$ cat src/rtl/perif_irq_flags.sv
module perif_irq_flags #(
  parameter int          W       = 8,
  parameter logic [W-1:0] VALID_M = 8'hFF,
  parameter logic [W-1:0] WR_M    = 8'hCF
) (
  input  logic         clk,
  input  logic         rst,
  input  logic         wr_flags,
  input  logic         wr_enables,
  input  logic [W-1:0] wdata,
  input  logic [W-1:0] hw_set,
  input  logic [W-1:0] hw_clr,
  output logic [W-1:0] flags_rd,
  output logic [W-1:0] enables_rd,
  output logic         irq_req
);
  localparam logic [W-1:0] WRV = WR_M & VALID_M;

  logic [W-1:0] flag_q, en_q, flag_d, en_d, sw_val;
  logic         irq_q;

  // software merge first, then hardware clear, then hardware set (set wins)
  assign sw_val = wr_flags ? ((wdata & WRV) | (flag_q & ~WRV)) : flag_q;
  assign flag_d = ((sw_val & ~hw_clr) | hw_set) & VALID_M;
  assign en_d   = wr_enables ? (wdata & VALID_M) : en_q;

  always_ff @(posedge clk) begin
    if (rst) begin
      flag_q <= '0;
      en_q   <= '0;
      irq_q  <= 1'b0;
    end else begin
      flag_q <= flag_d;
      en_q   <= en_d;
      irq_q  <= |(flag_d & en_d);
    end
  end

  assign flags_rd   = flag_q;
  assign enables_rd = en_q;
  assign irq_req    = irq_q;

  assert_irq_level_R6: assert property (@(posedge clk) disable iff (rst)
    irq_req == (|(flags_rd & enables_rd & VALID_M)));

  assert_set_wins_R5: assert property (@(posedge clk) disable iff (rst)
    (|(hw_set & VALID_M)) |=> ((flags_rd & $past(hw_set & VALID_M)) == $past(hw_set & VALID_M)));

  assert_clr_only_R4: assert property (@(posedge clk) disable iff (rst)
    (|(hw_clr & ~hw_set)) |=> ((flags_rd & $past(hw_clr & ~hw_set)) == '0));

  assert_ro_hold_R3: assert property (@(posedge clk) disable iff (rst)
    (((hw_set | hw_clr) & ~WRV) == '0) |=> ((flags_rd & ~WRV) == $past(flags_rd & ~WRV)));

  assert_unimpl_R7: assert property (@(posedge clk) disable iff (rst)
    (((flags_rd | enables_rd) & ~VALID_M) == '0));
endmodule

$ cat config.mk
export PLATFORM = sky130hd
export DESIGN_NAME = perif_irq_flags
export DESIGN_NICKNAME = d
export VERILOG_FILES = /design/src/rtl/perif_irq_flags.sv
export SDC_FILE = /design/constraint.sdc
export NUM_CORES = 1
export LEC_CHECK = 0
export CAP_MARGIN = 25
export CORE_ASPECT_RATIO = 1.5
export CORE_MARGIN = 1
export CORE_UTILIZATION = 35
export CTS_CLUSTER_DIAMETER = 30
export DETAILED_ROUTE_END_ITERATION = 16
export DONT_BUFFER_PORTS = 1
export PLACE_DENSITY_LB_ADDON = 0.15
export SETUP_SLACK_MARGIN = 0.02
export SKIP_CTS_REPAIR_TIMING = 1
export SKIP_LAST_GASP = 1
export SYNTH_ARGS = -nofsm -noshare
export SYNTH_HDL_FRONTEND = slang
export SYNTH_SLANG_ARGS = --single-unit
export TNS_END_PERCENT = 5
$ cat constraint.sdc
create_clock -name clk -period 1.1 [get_ports clk]
set_input_delay 0.11 -clock clk [delete_from_list [all_inputs] [get_ports clk]]
set_output_delay 0.11 -clock clk [all_outputs]
set_load 0.05 [all_outputs]
* Yosys cells after proc, flatten, opt, wreduce, memory -nomap -nowiden
Cells that the tools add are included.
Storage, ports and cells: register bits after elaboration 17
Cells by class: muxes and demuxes 2, bitwise logic cells 5, reduce and logical (&&, ||, !) cells 1
Operator list (count):
- 8-bit bitwise AND | 2
- 8-bit 2-to-1 mux | 2
- 8-bit NOT | 1
- 8-bit by 6-bit bitwise OR with 8-bit output | 1
- 8-bit bitwise OR | 1
- 8-bit OR reduction | 1

* Logic depth before layout (Yosys ltp)
Gate-level depths: netlist (run 1).
depth in word-level cells 6, depth in mapped cells 5

* Least setup slack after synthesis (run 1)
OpenSTA, ideal clock, no wires.
kind reg2reg, start point register flag_q[2], in the netlist flags_rd[2], end point register irq_q, in the netlist irq_req, library setup time 81 ps, arrival time 1260 ps, required time 1019 ps, path slack -241 ps, stages on the path, launching flop included 5, path buffers 0, cell sequence dfxtp_1 > mux2i_1 > a211oi_2 > a221oi_2 > a41oi_1
On the way: cells in the longest elaborated chain, start to end 5
RTL lines:
- start: declaration | RTL line 19 | logic [W-1:0] flag_q, en_q, flag_d, en_d, sw_val;
- start signal: assignment | RTL line 33 | flag_q <= flag_d;
- 8-bit 2-to-1 mux | RTL line 23 | assign sw_val = wr_flags ? ((wdata & WRV) | (flag_q & ~WRV)) : flag_q;
- 8-bit bitwise AND | RTL line 24 | assign flag_d = ((sw_val & ~hw_clr) | hw_set) & VALID_M;
- 8-bit bitwise OR | RTL line 24
- 8-bit bitwise AND | RTL line 35 | irq_q <= |(flag_d & en_d);
- 8-bit OR reduction | RTL line 35
- end signal: assignment | RTL line 35
- end: declaration | RTL line 20 | logic irq_q;
No other way between the ends. A chain may end at the register's enable or synchronous reset.

* Final worst setup path (run 1)
start point register en_q[1], in the netlist enables_rd[1], end point register irq_q, in the netlist irq_req
On the way: cells in the longest elaborated chain, start to end 3
RTL lines:
- start: declaration | RTL line 19
- start signal: assignment | RTL line 34 | en_q <= en_d;
- 8-bit 2-to-1 mux | RTL line 25 | assign en_d = wr_enables ? (wdata & VALID_M) : en_q;
- 8-bit bitwise AND | RTL line 35
- 8-bit OR reduction | RTL line 35
No other way between the ends.

==> qor.csv, run 1 <==
stage;metric;value;unit
logic_synthesis;synth_top_cell_area_share;0.456;
floorplan;die_y;58.6;um
logic_synthesis;yosys_register_bits;17;
logic_synthesis;ys_types;16;
critical_path;path_max_fanout;2;
critical_path;cp.arrival;1270;ps
pwr;power;0.00133;W
sta;rsz0062_at_grt;true;
critical_path;critPathKind;reg -> reg;
sta;post-route-period-util;1.01;
pwr;power.density;1450;nW/um^2
pwr;leakage;0.436;nW
floorplan;dieArea;2330;um^2
critical_path;cp-end-kind;register;
global_route;grt_pass1_wl;2350;um
finish;final_common_cell;nor2_1;
critical_path;critPathSlowestCell;dfxtp_4;
critical_path;crit_required;1270;ps
detailed_routing;drt_iter0_drc;13;
detailed_routing;antenna_left;0;
sta;hold_violations;17;
cts;clockRootBuffer;clkbuf_4;
detailed_routing;viasPerCell;5.17;
critical_path;start_kind;register;
logic_synthesis;syn_nets;106;
run;drv_cap;0;
logic_synthesis;synthCells;78;
logic_synthesis;syn_avg_cell_area;9.58;um^2
sta;holdWs;-123;ps
sta;slew-limit-headroom;0.681;
detailed_routing;firstDrtPassIters;4;
sta;slew_violations;0;
detailed_routing;routed_wl;1630;um
logic_synthesis;netlist_area;747;um^2
critical_path;cp_cell_sequence;mux2_4 -> a221oi_2 -> a41oi_1;
cts;clk_pin_slew;90;ps
logic_synthesis;ys_warn_count;0;
detailed_routing;wire_per_inst;13.9;um
global_route;grt_max_degree;18;
status;violations;negative hold slack, negative setup slack;
sta;post-route-min-period;1110;ps
pwr;ir_drop;0.000750;V
floorplan;start_util;0.369;
cts;cts_tree;done;
logic_synthesis;synth_area_leader_cell;dfxtp_1;
finish;final_cell_mix;20 x nor2_1, 16 x buf_4, 12 x mux2i_1, 11 x dfxtp_2, 6 x nor2b_1;
sta;max_freq;903;MHz
cts;cts.sinks;17;
sta;setup_ws;-7.64;ps
finish;diodes;0;
finish;drive_above_1_share;0.389;
place;place.gp.congestion;0.682;
floorplan;core;2030;um^2
cts;insertion_delay;280;ps
global_route;antenna_found_initial;0;
place;hpwl;1250;um
finish;n_fill_cell;208;
cts;cts_buffer_depth;2;
floorplan;die_width;39.7;um
floorplan;io_pins;45;
detailed_routing;remaining_drc_errors;0;
logic_synthesis;ys_top_cells_by_area;dfxtp_1 46%, mux2i_1 16%, nor2_1 10%;
status;outcome;finished with violations;
finish;nNetsFinal;124;
floorplan;rows;20;
finish;area_growth;23.1;%
place;port_buffers;0;
sta;finalSetupViolCount;1;
sta;skew;2.22;ps
cts;numCtsBuffers;3;
sta;worst_pin_slew;478;ps
detailed_routing;via_count;605;
critical_path;slowest_delay;350;ps
finish;fin_util;0.454;
global_route;grtUsageTotal;0.151;
global_route;grt_pass1_vias;570;
place;place_area;893;um^2
worst_hold_path;hold_class;in -> reg;
cts;cts_htree_levels;1;
logic_synthesis;ys_seq_area_frac;0.456;
finish;stdcell_area;920;um^2
global_route;grt-ovfl-total;0;
[layer usage]
layer	GRT usage	vias up	wire (um)
li1	-	294	-
met1	0.177	281	641
met2	0.239	28	851
met3	0.0377	2	122
met4	0.0887	0	12
met5	0	-	0
[flip-flops by register name, summed over array words and instances (netlist names)]
| register | count |
|---|---|
| flags_rd | 8 |
| enables_rd | 8 |
| irq_req | 1 |
[cell usage after synthesis (all sizes together)]
master	instances
a41oi	1
nand2	1
buf	2
nor2b	6
a21oi	4
nor2	20
a211oi	2
o21bai	3
inv	5
a221oi	1
clkbuf	1
o22a	1
mux2	2
mux2i	12
dfxtp	17
[critical path, delay by kind of cell (launching register included)]
| family | cells | cell delay [ps] |
|---|---|---|
| compound gates | 2 | 370 |
| flops | 1 | 350 |
| mux | 1 | 270 |
[cell families (layout without fill, tap and decap cells)]
family,count (synthesis),count (layout),synth area share
AOI/OAI and AO/OA,12,12,0.127
buffers and inverters,8,25,0.0603
DFF,17,17,0.456
muxes,14,14,0.201
and+or+nand+nor,27,27,0.156
[where the power goes]
part / total, W / internal [W] / switching (W) / leakage (nW)
registers: 0.000694 / 0.000659 / 0.0000343 / 0.146
logic: 0.000314 / 0.000116 / 0.000197 / 0.275
clock network: 0.000322 / 0.000141 / 0.000181 / 0.0150
total: 0.00133 / 0.000916 / 0.000412 / 0.436
[worst paths after layout]
path                               startpoint     endpoint  slack, ps  cells past startpoint
worst max-delay path            enables_rd[1]      irq_req         -8                      3
worst min register to register    flags_rd[4]  flags_rd[4]        510                      2
worst max register to register  enables_rd[1]      irq_req         -8                      3
worst min-delay path                      rst  flags_rd[1]       -120                      1
[stage by stage]
step                      setup TNS, ps  setup slack [ps]  cells  hold slack, ps
final                             -7.64             -7.64    117            -123
after CTS                         -41.8             -41.8    117            -137
after global routing              -79.9             -79.9    117            -147
after global placement                0              15.0    113             176
after floorplan                   -41.6             -41.6     78             172
after detailed placement          -26.5             -26.5    113             178
[final cells by class]
class	instances	area (um^2)	share of cell area
Inverter	5	18.8	0.0204
Tap cell	22	27.5	0.0299
Multi-Input combinational cell	53	362	0.393
Timing Repair Buffer	16	120	0.131
Clock buffer	4	26.3	0.0286
Sequential cell	17	365	0.397
Power figures use the tool's default switching activity.
==> inputs of run 2 (changes only) <==
==> constraint.sdc (replaced) <==
create_clock -name clk -period 1.4 [get_ports clk]
set_input_delay 0.14 -clock clk [delete_from_list [all_inputs] [get_ports clk]]
set_output_delay 0.14 -clock clk [all_outputs]
set_load 0.05 [all_outputs]
==> run 2 against run 1 <==
- the flow finishes with violations (negative hold slack)
- final area grew 2.9%
- non-clock buffer count up 5
- setup slack gained 290 ps
- combinational power is 16% lower
- worst hold slack better by 120 ps
- cell count rose by 4.3%
- flip-flop and latch count stayed put
- sequential power shrank 22%
- global-route usage fell by 1.6 points
- first-iteration DRC count down 38%
- critical endpoint unchanged
- largest power group unchanged
==> qor.csv, run 2 (synthesis results as in run 1) <==
stage;metric;value;unit;change
status;outcome;finished with violations;;
status;violations;negative hold slack;;
floorplan;die_y;58.6;um;unchanged
critical_path;critPathKind;reg -> reg;;
finish;diodes;0;;unchanged
pwr;ir_drop;0.000746;V;-0.56%
finish;nNetsFinal;129;;+4.0%
finish;final_common_cell;nor2_1;;
critical_path;slowest_delay;330;ps;-20 ps
finish;n_fill_cell;201;;-3.4%
detailed_routing;routed_wl;1580;um;-3.0%
place;hpwl;1170;um;-6.1%
critical_path;start_kind;register;;
critical_path;crit_required;1550;ps;+280 ps
pwr;leakage;0.455;nW;+4.3%
finish;area_growth;26.6;%;
cts;cts.sinks;17;;unchanged
floorplan;start_util;0.369;;unchanged
finish;drive_above_1_share;0.240;;-0.149
critical_path;crit_start;enables_rd[1];;
critical_path;cp.arrival;1270;ps;about the same
critical_path;cp-endpoint;irq_req;;
floorplan;io_pins;45;;unchanged
sta;worst_pin_slew;616;ps;+139 ps
global_route;antenna_found_initial;0;;unchanged
critical_path;critPathSlowestCell;dfxtp_1;;
critical_path;cp.depth;3;;unchanged
global_route;grt_max_degree;18;;unchanged
cts;numCtsBuffers;3;;unchanged
place;port_buffers;0;;unchanged
detailed_routing;firstDrtPassIters;4;;unchanged
sta;fin_setup_tns;0;ps;+7.64 ps
sta;post-route-period-util;0.797;;-0.210
detailed_routing;via_count;616;;+1.8%
critical_path;r2r_cells;3;;unchanged
critical_path;r2r_setup_slack;280;ps;+290 ps
detailed_routing;wire_per_inst;12.9;um;-6.9%
critical_path;cp_top_family;compound AO/OA/AOI/OAI gates;;
critical_path;cp-end-kind;register;;
pwr;power.density;1130;nW/um^2;-22%
sta;post-route-min-period;1120;ps;+8.04 ps
place;place.gp.congestion;0.662;;-2.8%
sta;skew;12.7;ps;+10.5 ps
cts;cts_buffer_depth;2;;unchanged
floorplan;die_width;39.7;um;unchanged
critical_path;path_max_fanout;2;;unchanged
floorplan;dieArea;2330;um^2;unchanged
sta;hold_violations;2;;-15
sta;slew_violations;0;;unchanged
run;drv_cap;0;;unchanged
floorplan;core;2030;um^2;unchanged
critical_path;reg2reg_to;irq_req;;
detailed_routing;viasPerCell;5.05;;-2.4%
place;place_area;868;um^2;-2.8%
worst_hold_path;hold_path_depth;2;;+1
finish;stdcell_area;946;um^2;+2.9%
global_route;grtUsageTotal;0.136;;-0.0157
floorplan;rows;20;;unchanged
sta;slew-limit-headroom;0.588;;-0.0934
global_route;grt_pass1_wl;2150;um;-8.8%
cts;cts_tree;done;;
sta;holdWs;-6.82;ps;+116 ps
sta;finalSetupViolCount;0;;-1
cts;clk_pin_slew;110;ps;+20 ps
worst_hold_path;hold_class;in -> reg;;
detailed_routing;drt_iter0_drc;8;;-5
sta;max_freq;896;MHz;-0.72%
cts;cts_htree_levels;1;;unchanged
detailed_routing;antenna_left;0;;unchanged
global_route;grt_pass1_vias;548;;-3.9%
critical_path;cp_cell_sequence;mux2_4 -> a221oi_2 -> a41oi_1;;
cts;clockRootBuffer;clkbuf_4;;
sta;rsz0062_at_grt;false;;
finish;final_cell_mix;20 x nor2_1, 17 x dfxtp_1, 16 x buf_4, 12 x mux2i_1, 6 x nor2b_1;;
cts;insertion_delay;290;ps;about the same
critical_path;regToRegStartpoint;enables_rd[1];;
critical_path;cp.buffers_inverters;0;;unchanged
global_route;grt-ovfl-total;0;;unchanged
detailed_routing;remaining_drc_errors;0;;unchanged
## run 2: changes by cell type in the layout (fill, tap and decap cells not counted), sizes merged
cell         change
clkbuf           -1
clkinv           +1
dlygate4sd3      +5
## run 2: worst min path at each step
stage | startpoint | endpoint | slack (ps)
after detailed placement | rst | flags_rd[1] | 220
after global routing | hw_set[4] | flags_rd[4] | 3
final | hw_set[4] | flags_rd[4] | -7
after CTS | rst | flags_rd[1] | -110
after floorplan | rst | enables_rd[1] | 210
after global placement | rst | flags_rd[1] | 210
## run 2: routing by layer
metal,vias up,share of wire,global-route usage
met1,285,0.43,0.153
li1,305,-,-
met4,0,0.015,0.0887
met3,2,0.049,0.0226
met2,24,0.51,0.222
met5,-,0,0
## run 2: power by group
part | leakage (nW) | total [W] | internal [W] | switching, W
clock | 0.0177 | 0.000264 | 0.000106 | 0.000158
sequential | 0.141 | 0.000543 | 0.000516 | 0.0000270
combinational | 0.296 | 0.000263 | 0.000100 | 0.000163
total | 0.455 | 0.00107 | 0.000722 | 0.000348
## run 2: layout make-up
class / instances / area (um^2) / share of cell area
timing repair buffer: 21 / 170 / 0.180
clock buffer: 3 / 22.5 / 0.0238
inverter: 5 / 18.8 / 0.0198
multi-input combinational: 53 / 362 / 0.382
tap: 22 / 27.5 / 0.0291
sequential: 17 / 340 / 0.360
clock inverter: 1 / 5.00 / 0.00529
## run 2: per-stage QoR
stage / utilization / total power [W] / setup WS [ps] / hold WS [ps] / std cells
6_report: 0.467 / 0.00107 / 284 / -6.82 / 122
5_1_grt: 0.467 / 0.00112 / 211 / 2.60 / 122
4_1_cts: 0.442 / 0.00107 / 295 / -112 / 117
3_5_place_dp: 0.428 / 0.000801 / 313 / 217 / 113
3_3_place_gp: 0.428 / 0.000798 / 352 / 214 / 113
2_1_floorplan: - / 0.000757 / 58.9 / 212 / 78
